[src/rtl/tsi_pkg.sv]
package tsi_pkg;
   localparam int SLOT_BITS = 8;
   localparam int KINDS     = 4;
   localparam int SIG_STEP  = 6;
   typedef enum logic [1:0] {
      KIND_A  = 2'd0,
      KIND_B  = 2'd1,
      KIND_AC = 2'd2,
      KIND_BD = 2'd3
   } sig_kind_e;
endpackage

[src/rtl/tsi_regbank.sv]
module tsi_regbank
   import tsi_pkg::*;
#(
   parameter int CHANNELS = 24,
   parameter int REG_W    = 8,
   parameter int ADDR_W   = 4
) (
   input  logic                          clk,
   input  logic                          rst_n,
   input  logic                          we,
   input  logic [ADDR_W-1:0]             addr,
   input  logic [REG_W-1:0]              wdata,
   output logic [KINDS-1:0][CHANNELS-1:0] bits
);
   localparam int GRP   = CHANNELS / REG_W;
   localparam int NREGS = KINDS * GRP;

   logic [REG_W-1:0] regs [NREGS];

   generate
      if (CHANNELS % REG_W != 0) begin : g_bad_ch
         $error("CHANNELS must be a multiple of REG_W");
      end
      if ((1 << ADDR_W) < NREGS) begin : g_bad_addr
         $error("ADDR_W too narrow for register count");
      end
   endgenerate

   always_ff @(posedge clk) begin
      if (!rst_n) begin
         for (int i = 0; i < NREGS; i++) regs[i] <= '0;
      end else if (we && (32'(addr) < NREGS)) begin
         regs[addr] <= wdata;
      end
   end

   for (genvar kd = 0; kd < KINDS; kd++) begin : g_kind
      for (genvar c = 0; c < CHANNELS; c++) begin : g_ch
         assign bits[kd][c] = regs[kd*GRP + c/REG_W][c%REG_W];
      end
   end

   assert_oob_write_ignored_R2: assert property (@(posedge clk) disable iff (!rst_n)
      (we && (32'(addr) >= NREGS)) |=> $stable(bits));
endmodule

[src/rtl/tsi_timer.sv]
module tsi_timer
   import tsi_pkg::*;
#(
   parameter int CHANNELS = 24,
   parameter int FRM_W    = 5
) (
   input  logic                        clk,
   input  logic                        rst_n,
   input  logic                        frame_start,
   input  logic                        mf_start,
   output logic                        slot_lsb,
   output logic [$clog2(CHANNELS+1)-1:0] chan,
   output logic [FRM_W-1:0]            frame_num
);
   localparam int CH_W  = $clog2(CHANNELS + 1);
   localparam int BIT_W = $clog2(SLOT_BITS);
   localparam logic [CH_W-1:0]  CH_IDLE  = CH_W'(CHANNELS);
   localparam logic [BIT_W-1:0] BIT_LAST = BIT_W'(SLOT_BITS - 1);
   localparam logic [FRM_W-1:0] FRM_MAX  = '1;

   logic [BIT_W-1:0] bit_pos;

   always_ff @(posedge clk) begin
      if (!rst_n) begin
         bit_pos   <= '0;
         chan      <= CH_IDLE;
         frame_num <= '0;
      end else if (frame_start) begin
         bit_pos   <= '0;
         chan      <= '0;
         if (mf_start)                frame_num <= FRM_W'(1);
         else if (frame_num != FRM_MAX) frame_num <= frame_num + 1'b1;
      end else if (chan != CH_IDLE) begin
         if (bit_pos == BIT_LAST) begin
            bit_pos <= '0;
            chan    <= chan + 1'b1;
         end else begin
            bit_pos <= bit_pos + 1'b1;
         end
      end
   end

   assign slot_lsb = !frame_start && (chan != CH_IDLE) && (bit_pos == BIT_LAST);

   assert_frame_restart_R8: assert property (@(posedge clk) disable iff (!rst_n)
      frame_start |=> (chan == '0 && !slot_lsb));
endmodule

[src/rtl/tsi_shadow.sv]
module tsi_shadow
   import tsi_pkg::*;
#(
   parameter int CHANNELS = 24
) (
   input  logic                           clk,
   input  logic                           rst_n,
   input  logic                           boundary,
   input  logic                           esf_mode,
   input  logic                           flag_ack,
   input  logic [KINDS-1:0][CHANNELS-1:0] reg_bits,
   output logic [KINDS-1:0][CHANNELS-1:0] shadow,
   output logic                           cd_half,
   output logic                           mf_flag
);
   logic load;
   assign load = boundary && (esf_mode || cd_half);

   always_ff @(posedge clk) begin
      if (!rst_n) begin
         shadow  <= '0;
         cd_half <= 1'b1;
         mf_flag <= 1'b0;
      end else begin
         if (load) shadow <= reg_bits;
         if (boundary) cd_half <= esf_mode ? 1'b1 : !cd_half;
         if (load)          mf_flag <= 1'b1;
         else if (flag_ack) mf_flag <= 1'b0;
      end
   end

   assert_hold_between_bounds_R3: assert property (@(posedge clk) disable iff (!rst_n)
      !boundary |=> $stable(shadow));
   assert_esf_flag_R4: assert property (@(posedge clk) disable iff (!rst_n)
      (boundary && esf_mode) |=> mf_flag);
   assert_d4_skip_R5: assert property (@(posedge clk) disable iff (!rst_n)
      (boundary && !esf_mode && !cd_half) |=> ($stable(shadow) && cd_half));
   assert_flag_sticky_R6: assert property (@(posedge clk) disable iff (!rst_n)
      (mf_flag && !flag_ack) |=> mf_flag);
endmodule

[src/rtl/tx_sig_inserter.sv]
module tx_sig_inserter
   import tsi_pkg::*;
#(
   parameter int CHANNELS = 24,
   parameter int REG_W    = 8,
   parameter int ADDR_W   = 4,
   parameter int FRM_W    = 5
) (
   input  logic              clk,
   input  logic              rst_n,
   input  logic              host_we,
   input  logic [ADDR_W-1:0] host_addr,
   input  logic [REG_W-1:0]  host_wdata,
   input  logic              flag_ack,
   input  logic              esf_mode,
   input  logic              ins_en,
   input  logic              frame_start,
   input  logic              mf_start,
   input  logic              tx_in,
   output logic              tx_out,
   output logic              mf_flag
);
   localparam int CH_W = $clog2(CHANNELS + 1);

   logic [KINDS-1:0][CHANNELS-1:0] reg_bits;
   logic [KINDS-1:0][CHANNELS-1:0] shadow;
   logic                           cd_half;
   logic                           slot_lsb;
   logic [CH_W-1:0]                chan;
   logic [FRM_W-1:0]               frame_num;
   logic                           sig_frame;
   sig_kind_e                      kind;
   logic                           ins;

   tsi_regbank #(.CHANNELS(CHANNELS), .REG_W(REG_W), .ADDR_W(ADDR_W)) u_regs (
      .clk(clk), .rst_n(rst_n), .we(host_we), .addr(host_addr),
      .wdata(host_wdata), .bits(reg_bits)
   );

   tsi_timer #(.CHANNELS(CHANNELS), .FRM_W(FRM_W)) u_timer (
      .clk(clk), .rst_n(rst_n), .frame_start(frame_start), .mf_start(mf_start),
      .slot_lsb(slot_lsb), .chan(chan), .frame_num(frame_num)
   );

   tsi_shadow #(.CHANNELS(CHANNELS)) u_shadow (
      .clk(clk), .rst_n(rst_n), .boundary(frame_start && mf_start),
      .esf_mode(esf_mode), .flag_ack(flag_ack), .reg_bits(reg_bits),
      .shadow(shadow), .cd_half(cd_half), .mf_flag(mf_flag)
   );

   always_comb begin
      sig_frame = 1'b1;
      kind      = KIND_A;
      case (frame_num)
         FRM_W'(SIG_STEP):   kind = (!esf_mode && cd_half) ? KIND_AC : KIND_A;
         FRM_W'(2*SIG_STEP): kind = (!esf_mode && cd_half) ? KIND_BD : KIND_B;
         FRM_W'(3*SIG_STEP): begin kind = KIND_AC; sig_frame = esf_mode; end
         FRM_W'(4*SIG_STEP): begin kind = KIND_BD; sig_frame = esf_mode; end
         default:            sig_frame = 1'b0;
      endcase
   end

   assign ins = ins_en && slot_lsb && sig_frame;

   always_ff @(posedge clk) begin
      if (!rst_n) tx_out <= 1'b0;
      else        tx_out <= ins ? shadow[kind][chan] : tx_in;
   end

   assert_passthru_R7: assert property (@(posedge clk) disable iff (!rst_n)
      !ins_en |=> (tx_out == $past(tx_in)));
   assert_lsb_only_R8: assert property (@(posedge clk) disable iff (!rst_n)
      !slot_lsb |=> (tx_out == $past(tx_in)));
endmodule

[config.mk]
export PLATFORM = sky130hd
export DESIGN_NAME = tx_sig_inserter
export DESIGN_NICKNAME = d
export VERILOG_FILES = /design/src/rtl/tsi_pkg.sv /design/src/rtl/tsi_regbank.sv /design/src/rtl/tsi_timer.sv /design/src/rtl/tsi_shadow.sv /design/src/rtl/tx_sig_inserter.sv
export SDC_FILE = /design/constraint.sdc
export NUM_CORES = 1
export LEC_CHECK = 0
export ABC_CLOCK_PERIOD_IN_PS = 7050
export BUFFER_PORTS_ARGS = -buffer_cell sky130_fd_sc_hd__buf_2
export CORE_MARGIN = 3
export CORE_UTILIZATION = 50
export DETAILED_ROUTE_END_ITERATION = 16
export PLACE_DENSITY = 0.73
export SLEW_MARGIN = 25
export SYNTH_ARGS = -nofsm -noshare
export SYNTH_HDL_FRONTEND = slang
export SYNTH_SLANG_ARGS = --single-unit
[constraint.sdc]
create_clock -name clk -period 7.05 [get_ports clk]
set_input_delay 1.0575 -clock clk [delete_from_list [all_inputs] [get_ports clk]]
set_output_delay 1.0575 -clock clk [all_outputs]
set_load 0.05 [all_outputs]
==> results of run 1 <==
state kept, by name (all words and copies together), names as in the netlist:
name	cells
u_shadow.mf_flag	1
u_timer.chan	5
u_regs.regs	96
u_timer.frame_num	5
tx_out	1
u_shadow.cd_half	1
u_shadow.shadow	96
u_timer.bit_pos	3
stage by stage:
step | util | hold slack [ps] | area [sq um]
5_1_grt | 0.5707 | 480.2 | 9975
4_1_cts | 0.5689 | 465.1 | 9943
2_1_floorplan | - | 438.6 | 8992
3_3_place_gp | 0.5271 | 449.4 | 9213
3_5_place_dp | 0.5271 | 457.7 | 9213
6_report | 0.5709 | 462.2 | 9977
cells by family after synthesis:
group,after synthesis,synth area share
AND/OR/NAND/NOR,382,0.1993
flip-flops,208,0.5699
AO/OA/AOI/OAI,150,0.1256
buffers and inverters,62,0.02978
multiplexers,35,0.06039
adder cells (fa/ha/maj),8,0.01113
XOR/XNOR,4,0.003897
synthesized netlist by cell type, drive strengths merged (4+ instances only):
| library cell | n |
|---|---|
| nor3 | 12 |
| dfxtp | 112 |
| a21oi | 9 |
| a21boi | 97 |
| edfxtp | 96 |
| mux2i | 16 |
| ha | 8 |
| nor2b | 4 |
| inv | 8 |
| nand2 | 214 |
| mux4 | 14 |
| clkbuf | 42 |
| and2 | 98 |
| nand4 | 4 |
| o21ai | 17 |
| nor2 | 26 |
| nand3 | 6 |
| buf | 12 |
| nand2b | 6 |
| mux2 | 5 |
final cells by class:
type,instances,area share
Clock buffer,35,0.06835
Timing Repair Buffer,30,0.01944
Antenna cell,1,0.0002508
Multi-Input combinational cell,579,0.3622
Tap cell,225,0.02822
Clock inverter,5,0.004891
Sequential cell,208,0.5137
Inverter,8,0.003010
per-layer routing:
layer  vias to the layer above  share of wire
li1                       2926              -
met4                         0          0.019
met1                      2920           0.46
met3                        35          0.070
met5                         -              0
met2                       182           0.45
worst min-delay path, delay by kind of cell (launching register included):
kind / cells / cell delay (ps)
DFF: 1 / 310
AOI/OAI and AO/OA: 1 / 60
and+or+nand+nor: 1 / 40
final timing paths:
| path | end | cells after the start |
|---|---|---|
| setup / recovery | tx_out$_SDFF_PN0_ | 8 |
| hold / removal | u_shadow.shadow[44]$_SDFFE_PN0P_ | 2 |
| setup reg to reg | tx_out$_SDFF_PN0_ | 7 |
| hold reg to reg | u_shadow.shadow[44]$_SDFFE_PN0P_ | 2 |
report_power, final:
group	switching, mW	total [mW]	internal (mW)
combinational	0.0927	0.142	0.0489
clock	0.452	1.15	0.699
sequential	0.0292	1.35	1.32
total	0.574	2.64	2.07
==> results by group, run 1 <==
Detailed routing
  – DRT Wirelength: 20160 um
  – Routed Antenna Nets: 0
  – Vias: 6063
  – DRC Markers: 0
  – DR WL/cell: 18.48 um
  – Pre-antenna DRT Iters: 7
  – Vias per inst: 5.557
  – Detailed router's first-iteration violation count: 655

GRT
  – GRT Total Usage: 0.2076
  – Met2 usage: 0.3168
  – Congestion Overflow GR: 0
  – Initial antenna violation count: 0
  – First-pass GRT wire length: 32590 um
  – Vias in the first global route: 5688
  – M3 GR Usage: 0.02800
  – GR Util met1: 0.3141
  – Largest net degree at the start of global routing: 98
  – Gr busiest metal: met2

Logic synthesis
  – Area leader, netlist: edfxtp_1
  – Synth area leaders: edfxtp_1 32%, dfxtp_1 25%, nand2_1 8.9%
  – Async SR Flop Fraction: 0
  – Ys Warns: 0
  – Synthesized Nets: 878
  – Syn avg cell area: 10.59 sq um
  – EDFF count, synth: 96
  – Register area share after synthesis: 0.5699
  – Post-synth cell types: 64
  – Synth Instances: 849
  – Mapped Area: 8992 sq um
  – Area share of the largest cell type after synthesis: 0.3206
  – #FFs+latches synth: 208
  – Top_reg_cell synth: dfxtp_1

Timing
  – F_max: 313.6 MHz
  – Final setup margin: 3861 ps
  – Hold Violations, Final: 0
  – Layout Skew: 21.74 ps
  – Setup TNS: 0 ps
  – Final max-slew violation count: 0
  – Min cycle time layout: 3189 ps
  – Setup violations, final: 0
  – RSZ-0062 raised after global routing: false
  – Tcrit/Tclk final: 0.4523
  – Slew @ Worst Pin: 1016 ps
  – Max-Slew Margin vs Limit: 0.3201

Finish
  – Footprint of the multi-input gates: 3613 sq um
  – FF/Latch Area: 5125 sq um
  – Most frequent cells in the layout: 214 x nand2_1, 112 x dfxtp_1, 97 x a21boi_0, 97 x and2_1, 96 x edfxtp_1
  – Layout cell share with drive strength beyond 1: 0.1029
  – Area growth syn-to-layout: 10.95%
  – Fill cell count: 1454
  – Layout net count: 879
  – Most common cell after layout, fill and taps aside: nand2_1
  – Post-route insts no fill: 1091

Clocking
  – Clk pin slew, worst setup/hold paths: 60 ps
  – Clock buffer depth: 3
  – Post-CTS resize count: 0
  – CTS hold repair buffers: 0
  – Latest clock arrival within the worst-skew pair: 510 ps
  – CTS tree: yes
  – Clock sinks: 208
  – CTS buffer count: 23
  – Setup Fix Bufs, Post-CTS: 0
  – H-tree levels: 1
  – Cell chosen for the clock root: clkbuf_16

Setup path
  – Crit. Startpoint: esf_mode
  – Critical Path RT: 7420 ps
  – Worst setup EP type: flop
  – Worst path slowest cell: o21ai_4
  – CP Data Arrival Time: 3560 ps
  – CP Cell Sequence: buf_2 > and4bb_1 > o21ai_4 > mux4_2 > and2_4 > a2111oi_4 > o41a_1 > o31ai_1
  – Crit path kind: primary input to flop
  – Critical path fanouts, max: 30
  – Start of the worst register-to-register path: u_timer.frame_num[4]$_SDFFE_PN0P_
  – Setup slack, reg-to-reg: 4160 ps
  – Buf/Inv on CP: 1
  – CP max stage delay: 790 ps
  – Crit-path leading delay family: compound AO/OA/AOI/OAI gates
  – Crit path launch type: primary input

Floorplanning
  – I/O pin cnt: 23
  – Die Y-Extent: 140.1 um
  – Initial core utilization: 0.5145
  – Die footprint: 19630 sq um
  – Row count: 48
  – Chip width: 140.1 um
  – Core region area: 17480 sq um

Min path
  – HP Class: flop to flop
  – Hold Crit Start: u_shadow.shadow[44]$_SDFFE_PN0P_

Placement
  – Dpl ws: 3356 ps
  – Final RePlAce weighted congestion: 0.7810
  – Dpl hpwl: 12270 um
  – Inst Count DP: 1049
  – I/O Buffers: 22

Pwr
  – PD cells: 265.1 nW/um^2
  – Total power: 2.644 mW
  – Leakage: 3.629 nW
  – Peak supply drop: 0.0002036 V

Outcome
  – Status: finished, final reports clean

Run
  – Maxcap violations: 0
(Power assumes the default switching activity.)
==> inputs of run 2 (changes only) <==
- ABC_CLOCK_PERIOD_IN_PS: 7050 -> 3200
- clock period: 7.05 -> 3.2 ns (I/O delays scaled with it)
==> run 2 against run 1 <==
Compared with the run above: global-route usage rose by 0.29 points; critical path type is now flop to flop; sequential power rose by 120%; worst setup slack got worse by 3300 ps; design area increased by 1.5%; register-to-register slack worse by 3600 ps; flip-flop and latch count unchanged.
==> results by group, run 2 (synthesis gave the netlist of run 1 again) <==
Finish
  – Most common cell after layout, fill and taps aside: nand2_1
  – Layout cell share with drive strength beyond 1: 0.1172 (+0.01429)
  – Area growth syn-to-layout: 12.66%
  – Fill cell count: 1438 (-1.1%)
  – FF/Latch Area: 5125 sq um (unchanged)
  – Footprint of the multi-input gates: 3613 sq um (unchanged)
  – Post-route insts no fill: 1104 (+1.2%)
  – Antenna diode count: 0 (-1)
  – Most frequent cells in the layout: 214 x nand2_1, 112 x dfxtp_1, 97 x a21boi_0, 97 x and2_1, 96 x edfxtp_1
  – Top Registers: u_regs.regs x96, u_shadow.shadow x96
  – Layout net count: 891 (+1.4%)

GRT
  – Vias in the first global route: 6026 (+5.9%)
  – Congestion Overflow GR: 0 (unchanged)
  – First-pass GRT wire length: 33150 um (+1.7%)
  – GRT Total Usage: 0.2104 (+0.002859)
  – Largest net degree at the start of global routing: 121 (+23%)
  – Initial antenna violation count: 0 (unchanged)

Placement
  – Final RePlAce weighted congestion: 0.8091 (+3.6%)
  – Inst Count DP: 1062 (+1.2%)
  – Dpl hpwl: 12840 um (+4.7%)
  – I/O Buffers: 22 (unchanged)

Timing
  – Setup violations, final: 0 (unchanged)
  – Slew @ Worst Pin: 711.3 ps (-304.8 ps)
  – Final max-slew violation count: 0 (unchanged)
  – Setup TNS: 0 ps (unchanged)
  – F_max: 381.0 MHz
  – Hold Violations, Final: 0 (unchanged)
  – RSZ-0062 raised after global routing: false
  – Tcrit/Tclk final: 0.8202
  – Min cycle time layout: 2625 ps
  – Layout Skew: 8.578 ps (-13.16 ps)
  – Max-Slew Margin vs Limit: 0.5258 (+0.2058)

Clocking
  – Latest clock arrival within the worst-skew pair: 500 ps (about the same)
  – Post-CTS resize count: 0 (unchanged)
  – Setup Fix Bufs, Post-CTS: 0 (unchanged)
  – H-tree levels: 1 (unchanged)
  – Cell chosen for the clock root: clkbuf_16
  – Clock sinks: 208 (unchanged)
  – Clk pin slew, worst setup/hold paths: 60 ps (about the same)
  – CTS hold repair buffers: 0 (unchanged)
  – CTS buffer count: 23 (unchanged)
  – CTS tree: yes
  – Clock buffer depth: 3 (unchanged)

Pwr
  – Reg power frac: 0.498 (-0.013)
  – Internal: 4.680 mW (+130%)
  – Peak supply drop: 0.0004406 V (+120%)
  – Clock power share: 0.448 (+0.013)
  – Leakage: 3.714 nW (+2.3%)
  – Sw frac: 0.2186 (+0.001629)
  – P_sw: 1.309 mW (+130%)
  – Comb power frac: 0.054 (about the same)
  – PD cells: 591.2 nW/um^2 (+120%)

Detailed routing
  – DRT Wirelength: 20560 um (+2.0%)
  – Vias per inst: 5.572 (+0.26%)
  – DR WL/cell: 18.62 um (+0.78%)
  – Pre-antenna DRT Iters: 4 (-3)
  – Detailed router's first-iteration violation count: 520 (-21%)
  – Routed Antenna Nets: 0 (unchanged)
  – DRC Markers: 0 (unchanged)
  – Vias: 6151 (+1.5%)

Floorplanning
  – I/O pin cnt: 23 (unchanged)
  – Chip width: 140.1 um (unchanged)
  – Core region area: 17480 sq um (unchanged)
  – Die footprint: 19630 sq um (unchanged)
  – Row count: 48 (unchanged)
  – Die Y-Extent: 140.1 um (unchanged)
  – Initial core utilization: 0.5145 (unchanged)

Setup path
  – CP Data Arrival Time: 3000 ps (-560 ps)
  – Critical Path RT: 3580 ps (-3840 ps)
  – R2R depth: 7 (unchanged)
  – Crit path launch type: flop
  – Critical path fanouts, max: 21 (-30%)
  – Crit path kind: flop to flop
  – Start of the worst register-to-register path: u_timer.frame_num[4]$_SDFFE_PN0P_
  – Worst setup EP type: flop
  – Worst path slowest cell: mux4_2
  – CP max stage delay: 540 ps (-250 ps)
  – R2R Path End: tx_out$_SDFF_PN0_
  – Setup slack, reg-to-reg: 580 ps (-3580 ps)
  – CP Cell Sequence: nor2b_2 > o211a_4 > mux4_2 > o32a_1 > o211a_1 > a211oi_1 > o31ai_1

Min path
  – Hold Path End: u_shadow.mf_flag$_SDFFE_PN0P_
  – Hold Crit Start: flag_ack
  – Hold depth: 3 (+1)
  – HP Class: primary input to flop

Outcome
  – Status: finished, final reports clean

Run
  – Maxcap violations: 0 (unchanged)
## run 2: worst max-delay path by stage
stage / slack [ps] / depth (start not counted) / end / startpoint
after floorplan: 860 / 9 / tx_out$_SDFF_PN0_ / u_timer.frame_num[0]$_SDFFE_PN0P_
after global routing: 410 / 7 / tx_out$_SDFF_PN0_ / u_timer.frame_num[4]$_SDFFE_PN0P_
final: 580 / 7 / tx_out$_SDFF_PN0_ / u_timer.frame_num[4]$_SDFFE_PN0P_
after detailed placement: 550 / 9 / tx_out$_SDFF_PN0_ / esf_mode
after global placement: 550 / 9 / tx_out$_SDFF_PN0_ / esf_mode
after CTS: 590 / 10 / tx_out$_SDFF_PN0_ / u_timer.frame_num[0]$_SDFFE_PN0P_
## run 2: layout make-up
cell class | count | share of cell area
sequential | 208 | 0.5059
multi-input combinational | 579 | 0.3567
clock buffer | 28 | 0.05866
timing repair buffer | 42 | 0.03063
tap | 225 | 0.02779
clock inverter | 14 | 0.01741
inverter | 8 | 0.002964
## run 2: through the flow
| stage | power [mW] | util | hold slack, ps | worst slack [ps] | cell area, sq um |
|---|---|---|---|---|---|
| after global placement | 3.352 | 0.5356 | 449.2 | 549.5 | 9360 |
| after CTS | 6.037 | 0.5797 | 238.1 | 589.1 | 10130 |
| after global routing | 6.196 | 0.5797 | 269.9 | 410.3 | 10130 |
| after detailed placement | 3.359 | 0.5356 | 456.6 | 550.4 | 9360 |
| final | 5.989 | 0.5797 | 246.5 | 575.2 | 10130 |
| after floorplan | 3.221 | - | 438.6 | 855.9 | 8992 |
## run 2: power groups by stage
stage	sequential, mW	clock, mW	combinational [mW]
floorplan	3.01	0	0.211
finish	2.98	2.68	0.325
CTS	2.98	2.73	0.328
detailed placement	3.03	0	0.326
global route	2.99	2.84	0.362
global placement	3.03	0	0.319
## run 2: metal layers
metal,up-vias,track usage,part of all wire
met4,0,0.05711,0.017
met3,34,0.03551,0.054
met1,3003,0.2999,0.46
met5,-,0,0
met2,160,0.3360,0.47
li1,2954,-,-
## run 2: worst max-delay path, delay by kind of cell, from the launching register on
kind	cells	cell delay [ps]
compound gates	5	1220
simple gates	1	350
flops	1	400
mux	1	540
==> inputs of run 3 (changes only) <==
- ABC_CLOCK_PERIOD_IN_PS: 3200 -> 2600
- clock period: 3.2 -> 2.6 ns (I/O delays scaled with it)
==> run 3 against run 2 <==
Compared with the run above: first-iteration DRC count down 22%; design area up 2.0%; highest routed layer unchanged; non-clock buffer count up 13; count of clock-buffer cells in the layout down 2; clock skew up 15 ps; global-route usage down 0.31 points.
==> results by group, run 3 (synthesis gave the netlist of run 1 again) <==
Setup path
  – R2R depth: 9 (+2)
  – Setup slack, reg-to-reg: 140 ps (-430 ps)
  – Worst setup EP type: flop
  – R2R Path End: tx_out$_SDFF_PN0_
  – Crit. Startpoint: u_timer.frame_num[1]$_SDFFE_PN0P_
  – Start of the worst register-to-register path: u_timer.frame_num[1]$_SDFFE_PN0P_
  – Crit path launch type: flop
  – CP Data Arrival Time: 2840 ps (-160 ps)
  – Crit path kind: flop to flop
  – Critical Path RT: 2980 ps (-600 ps)
  – Critical path fanouts, max: 7 (-67%)

Run
  – Maxcap violations: 0 (unchanged)

Detailed routing
  – DR WL/cell: 18.32 um (-1.6%)
  – DRT Wirelength: 20430 um (-0.62%)
  – Vias per inst: 5.559 (-0.23%)
  – Routed Antenna Nets: 0 (unchanged)
  – Vias: 6198 (+0.76%)
  – Detailed router's first-iteration violation count: 407 (-22%)
  – Pre-antenna DRT Iters: 5 (+1)
  – DRC Markers: 0 (unchanged)

Clocking
  – Cell chosen for the clock root: clkbuf_16
  – CTS buffer count: 22 (-4.3%)
  – H-tree levels: 1 (unchanged)
  – Clock sinks: 208 (unchanged)
  – Clock buffer depth: 3 (unchanged)
  – Clk pin slew, worst setup/hold paths: 60 ps (about the same)
  – CTS tree: yes
  – Latest clock arrival within the worst-skew pair: 520 ps (+20 ps)
  – CTS hold repair buffers: 0 (unchanged)

Min path
  – Hold Path End: u_shadow.mf_flag$_SDFFE_PN0P_
  – Hold Crit Start: flag_ack
  – Hold depth: 3 (unchanged)
  – HP Class: primary input to flop

Floorplanning
  – Core region area: 17480 sq um (unchanged)
  – I/O pin cnt: 23 (unchanged)
  – Initial core utilization: 0.5145 (unchanged)
  – Row count: 48 (unchanged)
  – Die footprint: 19630 sq um (unchanged)
  – Die Y-Extent: 140.1 um (unchanged)
  – Chip width: 140.1 um (unchanged)

Placement
  – Final RePlAce weighted congestion: 0.8008 (-1.0%)
  – I/O Buffers: 22 (unchanged)
  – Inst Count DP: 1070 (+0.75%)
  – Placed Area: 9420 sq um (+0.64%)
  – Dpl hpwl: 12980 um (+1.1%)
  – Dpl ws: 50.07 ps (-500.3 ps)

Pwr
  – Reg power frac: 0.478 (-0.020)
  – PD cells: 741.5 nW/um^2 (+25%)
  – Peak supply drop: 0.0006693 V (+52%)
  – Leakage: 3.819 nW (+2.8%)
  – P_sw: 1.614 mW (+23%)
  – Total power: 7.665 mW (+28%)
  – Comb power frac: 0.053 (about the same)
  – Sw frac: 0.2106 (-0.007977)
  – Clock power share: 0.469 (+0.021)
  – Internal: 6.050 mW (+29%)

Finish
  – Layout cell share with drive strength beyond 1: 0.1326 (+0.01541)
  – Fill cell count: 1425 (-0.90%)
  – Top Registers: u_regs.regs x96, u_shadow.shadow x96
  – Most frequent cells in the layout: 214 x nand2_1, 111 x dfxtp_1, 97 x a21boi_0, 97 x and2_1, 96 x edfxtp_1
  – Post-route insts no fill: 1115 (+1.0%)
  – Layout net count: 903 (+1.3%)
  – Core Util, Final: 0.5914 (+0.01174)
  – Most common cell after layout, fill and taps aside: nand2_1
  – Finished Cell Area: 10340 sq um (+2.0%)
  – Antenna diode count: 0 (unchanged)
  – Area growth syn-to-layout: 14.94%

Outcome
  – Status: finished, final reports clean

GRT
  – Congestion Overflow GR: 0 (unchanged)
  – Vias in the first global route: 5938 (-1.5%)
  – First-pass GRT wire length: 32240 um (-2.8%)
  – GRT Total Usage: 0.2073 (-0.003135)
  – Largest net degree at the start of global routing: 117 (-3.3%)
  – Initial antenna violation count: 0 (unchanged)

Timing
  – Slew @ Worst Pin: 1003 ps (+291.4 ps)
  – Max-Slew Margin vs Limit: 0.3245 (-0.2013)
  – Tcrit/Tclk final: 0.9454 (+0.1251)
  – Hold_ws: 166.1 ps (-80.38 ps)
  – Hold Violations, Final: 0 (unchanged)
  – F_max: 406.8 MHz (+6.8%)
  – Final setup margin: 142.1 ps (-433.2 ps)
  – Setup TNS: 0 ps (unchanged)
  – Min cycle time layout: 2458 ps (-166.8 ps)
  – Setup violations, final: 0 (unchanged)
  – Layout Skew: 23.98 ps (+15.41 ps)
  – Final max-slew violation count: 0 (unchanged)
## run 3: critical path, cell delays in order, from the launching register on
cell and delay, ps:
dfxtp_1 400, inv_1 60, ha_1 190, mux2_4 280
o21ai_4 140, mux4_2 550, and2_4 180, a2111oi_4 290
o41a_1 180, o31ai_1 60
## run 3: worst max-delay path by stage
stage | to | cells past startpoint
finish | tx_out$_SDFF_PN0_ | 9
CTS | tx_out$_SDFF_PN0_ | 10
global route | tx_out$_SDFF_PN0_ | 9
floorplan | tx_out$_SDFF_PN0_ | 9
global placement | tx_out$_SDFF_PN0_ | 10
detailed placement | tx_out$_SDFF_PN0_ | 10
## run 3: repair_timing
item,CTS,global route
buffers inserted,0,4
resized for setup,0,2
setup endpoints to repair,0,1
## run 3: layout make-up
| class | count | area [sq um] | share of cell area |
|---|---|---|---|
| flip-flops and latches | 208 | 5126 | 0.4959 |
| multi-input cells | 579 | 3618 | 0.3501 |
| clock buffers | 26 | 585.6 | 0.05665 |
| repair buffers | 55 | 425.4 | 0.04116 |
| well taps | 225 | 281.5 | 0.02724 |
| clock inverters | 14 | 269.0 | 0.02603 |
| inverters | 8 | 30.03 | 0.002905 |
## run 3: per-layer routing
metal / routed length [um] / track usage / vias to the layer above / part of all wire
li1: - / - / 2966 / -
met1: 8974 / 0.2843 / 2995 / 0.44
met2: 9594 / 0.3358 / 193 / 0.47
met3: 1191 / 0.03619 / 44 / 0.058
met4: 672 / 0.07037 / 0 / 0.033
met5: 0 / 0 / - / 0
## run 3: power groups by stage
stage	sequential [mW]	clock [mW]	combinational [mW]
5_1_grt	3.68	3.80	0.450
3_3_place_gp	3.73	0	0.399
4_1_cts	3.66	3.65	0.407
3_5_place_dp	3.73	0	0.406
2_1_floorplan	3.70	0	0.260
6_report	3.66	3.60	0.404
